<file path="src/rtl/tcc_pkg.sv">
package tcc_pkg;

  // Category codes, written as code[2:0]
  typedef enum logic [2:0] {
    CODE_STEADY  = 3'b000,
    CODE_RING    = 3'b100,
    CODE_BUSY    = 3'b010,
    CODE_REORDER = 3'b001,
    CODE_OVF     = 3'b111
  } tcc_code_e;

  // Map a change count onto a category
  function automatic tcc_code_e tcc_classify(input int unsigned n,
                                             input int unsigned ring_max,
                                             input int unsigned busy_max,
                                             input int unsigned reorder_max);
    if (n == 0)                return CODE_STEADY;
    else if (n <= ring_max)    return CODE_RING;
    else if (n <= busy_max)    return CODE_BUSY;
    else if (n <= reorder_max) return CODE_REORDER;
    else                       return CODE_OVF;
  endfunction

endpackage

</file>
<file path="src/rtl/tcc_env_qualifier.sv">
module tcc_env_qualifier #(
  parameter int unsigned IGNORE_TICKS  = 20,
  parameter int unsigned CONFIRM_TICKS = 40
) (
  input  logic clk,
  input  logic clear,
  input  logic tick,
  input  logic env_raw,
  output logic env_q,
  output logic q_rise,
  output logic q_fall
);

  localparam int unsigned RUN_W = $clog2(CONFIRM_TICKS + 1);

  if (CONFIRM_TICKS <= IGNORE_TICKS) begin : g_bad_lengths
    $error("confirm length must exceed ignore length");
  end

  logic [RUN_W-1:0] run;
  logic             differ;
  logic             flip;

  assign differ = (env_raw != env_q);
  assign flip   = tick && differ && (run == RUN_W'(CONFIRM_TICKS - 1));
  assign q_rise = flip && !env_q;
  assign q_fall = flip && env_q;

  always_ff @(posedge clk or posedge clear) begin
    if (clear) begin
      env_q <= 1'b0;
      run   <= '0;
    end else if (!differ) begin
      run <= '0;
    end else if (tick) begin
      if (flip) begin
        env_q <= ~env_q;
        run   <= '0;
      end else begin
        run <= run + 1'b1;
      end
    end
  end

endmodule

</file>
<file path="src/rtl/tcc_window.sv">
module tcc_window #(
  parameter int unsigned WINDOW_TICKS = 2300,
  parameter int unsigned SAT_COUNT    = 13,
  parameter int unsigned CNT_W        = 4
) (
  input  logic             clk,
  input  logic             clear,
  input  logic             tick,
  input  logic             q_rise,
  input  logic             q_fall,
  output logic             counting,
  output logic             win_end,
  output logic [CNT_W-1:0] trans_cnt
);

  localparam int unsigned TW = $clog2(WINDOW_TICKS + 1);

  logic [TW-1:0] tick_cnt;
  logic          done;
  logic          open_win;

  assign win_end  = counting && tick && (tick_cnt == TW'(WINDOW_TICKS - 1));
  assign open_win = q_rise && !counting && !done;

  always_ff @(posedge clk or posedge clear) begin
    if (clear) begin
      counting  <= 1'b0;
      done      <= 1'b0;
      tick_cnt  <= '0;
      trans_cnt <= '0;
    end else if (open_win) begin
      counting  <= 1'b1;
      tick_cnt  <= '0;
      trans_cnt <= '0;
    end else if (counting) begin
      if (win_end) begin
        counting <= 1'b0;
        done     <= 1'b1;
      end else if (tick) begin
        tick_cnt <= tick_cnt + 1'b1;
      end
      if ((q_rise || q_fall) && trans_cnt != CNT_W'(SAT_COUNT))
        trans_cnt <= trans_cnt + 1'b1;
    end
  end

endmodule

</file>
<file path="src/rtl/tcc_result_latch.sv">
module tcc_result_latch
  import tcc_pkg::*;
#(
  parameter int unsigned CNT_W       = 4,
  parameter int unsigned RING_MAX    = 2,
  parameter int unsigned BUSY_MAX    = 6,
  parameter int unsigned REORDER_MAX = 12
) (
  input  logic             clk,
  input  logic             clear,
  input  logic             win_end,
  input  logic [CNT_W-1:0] trans_cnt,
  output tcc_code_e        code_lat,
  output logic             valid
);

  tcc_code_e decided;

  assign decided = tcc_classify(32'(trans_cnt), RING_MAX, BUSY_MAX, REORDER_MAX);

  always_ff @(posedge clk or posedge clear) begin
    if (clear) begin
      code_lat <= CODE_STEADY;
      valid    <= 1'b0;
    end else if (win_end) begin
      code_lat <= decided;
      valid    <= 1'b1;
    end
  end

endmodule

</file>
<file path="src/rtl/tone_cadence_classifier.sv">
module tone_cadence_classifier
  import tcc_pkg::*;
#(
  parameter int unsigned WINDOW_TICKS  = 2300,
  parameter int unsigned IGNORE_TICKS  = 20,
  parameter int unsigned CONFIRM_TICKS = 40,
  parameter int unsigned RING_MAX      = 2,
  parameter int unsigned BUSY_MAX      = 6,
  parameter int unsigned REORDER_MAX   = 12
) (
  input  logic       clk,
  input  logic       clear,
  input  logic       tick_ms,
  input  logic       env_raw,
  input  logic       out_en,
  output logic       env_out,
  output logic [2:0] code,
  output logic       data_valid,
  output logic       counting
);

  localparam int unsigned SAT_COUNT = REORDER_MAX + 1;
  localparam int unsigned CNT_W     = $clog2(SAT_COUNT + 1);

  logic             env_q;
  logic             q_rise;
  logic             q_fall;
  logic             win_open;
  logic             win_end;
  logic [CNT_W-1:0] trans_cnt;
  tcc_code_e        code_lat;
  logic             res_valid;

  tcc_env_qualifier #(
    .IGNORE_TICKS (IGNORE_TICKS),
    .CONFIRM_TICKS(CONFIRM_TICKS)
  ) u_qual (
    .clk    (clk),
    .clear  (clear),
    .tick   (tick_ms),
    .env_raw(env_raw),
    .env_q  (env_q),
    .q_rise (q_rise),
    .q_fall (q_fall)
  );

  tcc_window #(
    .WINDOW_TICKS(WINDOW_TICKS),
    .SAT_COUNT   (SAT_COUNT),
    .CNT_W       (CNT_W)
  ) u_win (
    .clk      (clk),
    .clear    (clear),
    .tick     (tick_ms),
    .q_rise   (q_rise),
    .q_fall   (q_fall),
    .counting (win_open),
    .win_end  (win_end),
    .trans_cnt(trans_cnt)
  );

  tcc_result_latch #(
    .CNT_W      (CNT_W),
    .RING_MAX   (RING_MAX),
    .BUSY_MAX   (BUSY_MAX),
    .REORDER_MAX(REORDER_MAX)
  ) u_res (
    .clk      (clk),
    .clear    (clear),
    .win_end  (win_end),
    .trans_cnt(trans_cnt),
    .code_lat (code_lat),
    .valid    (res_valid)
  );

  assign env_out    = out_en && env_q;
  assign code       = out_en ? code_lat : 3'b000;
  assign data_valid = out_en && res_valid;
  assign counting   = win_open;

endmodule

</file>
<file path="config.mk">
export PLATFORM = sky130hd
export DESIGN_NAME = tone_cadence_classifier
export DESIGN_NICKNAME = d
export VERILOG_FILES = /design/src/rtl/tcc_pkg.sv /design/src/rtl/tcc_env_qualifier.sv /design/src/rtl/tcc_window.sv /design/src/rtl/tcc_result_latch.sv /design/src/rtl/tone_cadence_classifier.sv
export SDC_FILE = /design/constraint.sdc
export NUM_CORES = 1
export LEC_CHECK = 0
export BUFFER_PORTS_ARGS = -buffer_cell sky130_fd_sc_hd__buf_2
export CORE_MARGIN = 3
export CORE_UTILIZATION = 40
export CTS_BUF_LIST = sky130_fd_sc_hd__clkbuf_8
export DETAILED_ROUTE_END_ITERATION = 8
export PLACE_DENSITY_LB_ADDON = 0.1
export SYNTH_ARGS = -nofsm -noshare
export SYNTH_HDL_FRONTEND = slang
export SYNTH_SLANG_ARGS = --single-unit
</file>
<file path="constraint.sdc">
create_clock -name clk -period 2 [get_ports clk]
set_input_delay 0.4 -clock clk [delete_from_list [all_inputs] [get_ports clk]]
set_output_delay 0.4 -clock clk [all_outputs]
set_load 0.1 [all_outputs]
</file>
[After elaboration in Yosys (flattened, before gate mapping)]
Index checks and enable logic that the tools add are counted.
Storage, ports and cells
  register bits: 29
  bits of input ports: 5
  logic and storage cells: 63
Operators by class
  add/subtract/negate cells: 3
  $lt $le $gt $ge: 3
  eq/ne operators: 6
  muxes and demuxes: 18
  bitwise operators: 2
  reductions and logical operators: 23
Operator list (count)
  two-way mux 12 bit: 4
  two-way mux 6 bit: 3
  two-way mux 3 bit: 5
  adder 12 x 1 -> 12 bit, second input constant: 1
  equality test 12 bit, second input constant: 1
  two-way mux 4 bit: 3
  logical AND 1 bit: 11
  AND reduction 3 bit: 3
  adder 6 x 1 -> 6 bit, second input constant: 1
  equality test 6 bit, second input constant: 1
  nonzero test 2 bit: 3
  adder 4 x 1 -> 4 bit, second input constant: 1
  <= comparator 4 x 2 -> 1 bit, second input constant: 1
  <= comparator 4 x 3 -> 1 bit, second input constant: 1
  <= comparator 4 bit, second input constant: 1
  logical NOT 4 bit: 1
  != test 2 bit, second input constant: 2
  != test 4 bit, second input constant: 1
  logical NOT 1 bit: 3
  two-way mux 1 bit: 3
  NOT 1 bit: 2
  AND reduction 2 bit: 1
  logical OR 1 bit: 1
  != test 1 bit: 1

[Longest topological paths before layout]
  depth after elaboration: 9
  gate-level depth with buffers: 7
  depth with buffers taken out: 6

[Modules after synthesis]
A second synthesis with hierarchy kept.
Second synthesis, totals
  cells, all modules: 159
  area, all modules: 1539.0 um^2
By module, submodules not included
  tcc_window: times used 1, cells an instance 92, area an instance 918.4 um^2, sequential area each 450.4 um^2
  tcc_env_qualifier: times used 1, cells an instance 40, area an instance 394.1 um^2, sequential area each 175.2 um^2
  tcc_result_latch: times used 1, cells an instance 22, area an instance 195.2 um^2, sequential area each 100.1 um^2
  tone_cadence_classifier: times used 1, cells an instance 5, area an instance 31.3 um^2, sequential area each 0.0 um^2

[Worst setup path before layout]
Ideal clock, no wire load.
  path kind: flip-flop to flip-flop
  start: register u_win.counting
  end: register u_res.code_lat[2]
  setup time: 0.092 ns
  arrival: 2.341 ns
  path slack: -0.433 ns
  stages on the path, launching flop included: 7
  path through: dfrtp_1 -> clkbuf_1 -> nand3_1 -> or4_1 -> buf_2 -> buf_4 -> o31ai_2
On the way
  word-level cells in the longest chain between the ends: 2
RTL lines
  from (decl): line tcc_window.sv:11  | output logic counting,
  from (signal assigned): line tcc_window.sv:27  | counting <= 1'b0;
  from (signal assigned): line tcc_window.sv:32  | counting <= 1'b1;
  from (signal assigned): line tcc_window.sv:37  | counting <= 1'b0;
  logical AND 1 bit (2 in series): line tcc_window.sv:22  | assign win_end = counting && tick && (tick_cnt == TW'(WINDOW_TICKS - 1));
  to (signal assigned): line tcc_result_latch.sv:26  | code_lat <= decided;
  to (decl): line tcc_result_latch.sv:13  | output tcc_code_e code_lat,
No other way between the ends.
A chain may end at the register's enable or synchronous reset.

[Worst setup path after layout]
  start: register u_win.tick_cnt[10]
  end: register u_win.tick_cnt[0]
On the way
  word-level cells in the longest chain between the ends: 4
RTL lines
  from (decl): line tcc_window.sv:18  | logic [TW-1:0] tick_cnt;
  from (signal assigned): line tcc_window.sv:40  | tick_cnt <= tick_cnt + 1'b1;
  equality test 12 bit: line tcc_window.sv:22
  logical AND 1 bit: line tcc_window.sv:22
  != test 2 bit (no line)
  AND reduction 3 bit (no line)
No other way between the ends.

==> impl_metrics.yaml <==
pwr:
  seqPwrFrac_pct: 53.1
  internal_power_mw: 0.874
  p_comb_share_pct: 3.8
  ir_drop_uv: 365
  swShare_pct: 21.7
  power_frac_clock_pct: 43.0
  powerDensity_nw_per_um2: 610
  leakagePower_nw: 0.898
  switching_power_mw: 0.242
clock_network:
  cts_buffers: 5
  cts.path.max_buffers: 2
  clkSlewWorstSetupHoldPaths_ns: 0.06
  cts_sinks: 29
  h-tree-depth: 2
  cts_hold_buf: 0
  root_buffer: "clkbuf_8"
  cts_tree: "built"
  clock_latency_ns: 0.28
logic_synthesis:
  synth.area.top_cells: "dfrtp_1 47%, xnor2_1 5.7%, nor2_1 4.6%, ha_1 4.1%, nand2_1 3.7%"
  synthesis.area_sq_um: 1540
  synth_area_per_cell_sq_um: 9.45
  synthesis.nets: 173
  netlist.area_leader.share_pct: 47.1
  synth_top_cell_by_area: "dfrtp_1"
  synthCells: 163
  synth-seq-cells: 29
  ys_seq_area_share_pct: 47.1
  ys_types: 39
  synth_warnings: 0
drt:
  drtIter0Drc: 56
  ant_nets: 0
  via_per_inst: 5.20
  drt_first_pass_iters: 4
  drc_errors: 0
  wl_per_cell_um: 13.3
  num_vias: 1217
  wirelength_um: 3120
place:
  place_congestion: 0.786
  dp_slack_ns: -0.0880
  numPortBuffers: 10
  dp_hpwl_um: 2250
timing:
  slew_headroom_pct: 62.6
  clock.fmax_mhz: 501
  tightest_slew_ns: 0.560
  setup_ws_ns: 0.00295
  fin_tns_setup_ns: 0
  rsz0062_at_grt: "true"
  finalHoldViolCount: 0
  finalCritPeriodShare_pct: 99.9
  final_max_slew_viol_count: 0
  setup_viol: 0
  fin_worst_skew_ns: 0.0105
  finalCriticalPeriod_ns: 2.00
worst_setup_path:
  critPathRequiredTime_ns: 2.21
  r2r-start: "u_win.tick_cnt[10]$_DFFE_PP0P_"
  r2r_end: "u_win.tick_cnt[0]$_DFFE_PP0P_"
  max_stage_delay_ns: 0.61
  cp-end-kind: "flop"
  worstRegToRegCells: 4
  crit_family: "simple AND/OR/NAND/NOR gates"
  cp_cell_sequence: "or4b_4, or4_4, a311oi_2, a41o_1"
  slowest_stage: "or4_4"
  arrival_ns: 2.21
  critPathLaunchType: "flop"
  path_max_fanout: 7
  r2r_setup_slack_ns: 0.003
  critical_path_buf_inv_count: 0
  path_class: "flop to flop"
global_routing:
  use_met2_pct: 26.2
  grt_pass1_vias: 1252
  use_met1_pct: 19.4
  grt_max_degree: 16
  overflow: 0
  grt-busiest-layer: "met2"
  grt_pass1_wl_um: 5550
  track_usage_pct: 16.3
  grt_antenna_before_repair: 0
  gr-usage-met3_pct: 4.11
min_path:
  hold_path.class: "input pin to async pin"
finish:
  layout-drive-gt1-share_pct: 20.7
  nFillCells: 343
  final_cell_mix: "28 x dfrtp_1, 19 x nor2_1, 15 x nand2_1"
  final_common_cell: "dfrtp_1"
  fin_nets: 197
  areaGrowthSynthToFinish_pct: 18.9
  n_antenna_cell: 0
floorplanning:
  placementRows: 21
  start_util_pct: 43.7
  dieArea_sq_um: 4630
  io_pins: 11
  coreArea_sq_um: 3520
  die_h_um: 68.1
  die_width_um: 68.1
status:
  outcome: "finished clean"
flow_run:
  cap_viol_max_count: 0
[how the worst max path moves through the flow]
| stage | slack, ns | cells past startpoint | start | end |
|---|---|---|---|---|
| 3_3_place_gp | -0.01 | 4 | u_win.tick_cnt[9]$_DFFE_PP0P_ | u_res.code_lat[2]$_DFFE_PP0P_ |
| 6_report | 0.003 | 4 | u_win.tick_cnt[10]$_DFFE_PP0P_ | u_win.tick_cnt[0]$_DFFE_PP0P_ |
| 4_1_cts | 0.01 | 4 | u_win.tick_cnt[9]$_DFFE_PP0P_ | u_win.tick_cnt[1]$_DFFE_PP0P_ |
| 3_5_place_dp | -0.09 | 4 | u_win.tick_cnt[9]$_DFFE_PP0P_ | u_win.tick_cnt[1]$_DFFE_PP0P_ |
| 5_1_grt | -0.07 | 4 | u_win.tick_cnt[10]$_DFFE_PP0P_ | u_win.tick_cnt[0]$_DFFE_PP0P_ |
| 2_1_floorplan | 0.02 | 6 | u_win.counting$_DFF_PP0_ | u_res.code_lat[2]$_DFFE_PP0P_ |
[worst reg2reg max path, stage by stage (launching register included)]
cell and delay (ns):
dfrtp_1 0.38, or4b_4 0.53, or4_4 0.61, a311oi_2 0.29, a41o_1 0.13
[cells by family after synthesis]
kind of cell	synth area share, %
and+or+nand+nor	24.6
DFF	47.1
AOI/OAI and AO/OA	11.9
buffers and inverters	4.71
xor gates and xnor gates	6.25
adders and majority gates	4.06
muxes	1.38
[power groups by stage]
stage / Clock (mW) / Combinational, mW / Sequential (mW)
global route: 0.529 / 0.0492 / 0.593
finish: 0.480 / 0.0430 / 0.594
CTS: 0.497 / 0.0440 / 0.593
detailed placement: 0 / 0.0436 / 0.604
global placement: 0 / 0.0422 / 0.604
floorplan: 0 / 0.0244 / 0.603
[stage by stage]
stage,hold WS [ns],instance area (sq um),instances,power [mW],util [%]
floorplan,0.425,1550,163,0.628,-
global placement,0.457,1710,225,0.646,48.7
detailed placement,0.449,1710,225,0.648,48.7
CTS,0.179,1810,233,1.13,51.5
global route,0.212,1830,234,1.17,52.0
finish,0.163,1830,234,1.12,52.0
[per-layer routing]
metal / vias up / part of all wire (%)
li1: 612 / -
met1: 594 / 47
met2: 7 / 49
met3: 4 / 2.0
met4: 0 / 2.0
met5: - / 0
[registers in the layout (all words and copies together), names as in the netlist]
| register | flops |
|---|---|
| u_win.tick_cnt | 12 |
| u_qual.run | 6 |
| u_win.trans_cnt | 4 |
| u_res.code_lat | 3 |
| u_qual.env_q | 1 |
| u_res.valid | 1 |
| u_win.counting | 1 |
| u_win.done | 1 |
[synthesized netlist by cell type (all sizes together)]
master,number
a31o,2
o22ai,2
dfrtp,29
o31ai,1
mux2i,1
a311oi,2
nand3,5
ha,5
nor2,19
and3,6
o21ai,5
nor3b,3
a41o,2
nor4,4
nand4,3
a311o,1
buf,3
a211oi,2
a31oi,1
nand2,15
a21oi,3
xor2,1
and2,5
a21o,2
or3,1
o21a,1
nor3,5
or4b,1
nand2b,3
nor4b,2
mux2,1
clkbuf,3
inv,12
xnor2,10
a211o,1
or4,1
[final cells by class]
class | count | area, sq um | share of cell area [%]
inverters | 12 | 45.0 | 2.46
repair buffers | 23 | 148 | 8.06
flip-flops and latches | 29 | 729 | 39.8
multi-input cells | 116 | 762 | 41.6
clock inverters | 2 | 7.51 | 0.410
clock buffers | 6 | 82.6 | 4.51
well taps | 46 | 57.6 | 3.14
[repair_timing]
| action | CTS | global route |
|---|---|---|
| gates resized for setup | 2 | 2 |
| endpoints found under the setup margin | 5 | 5 |
| buffers inserted | 0 | 1 |
| pin swaps | 0 | 4 |
Power figures use the tool's default switching activity.
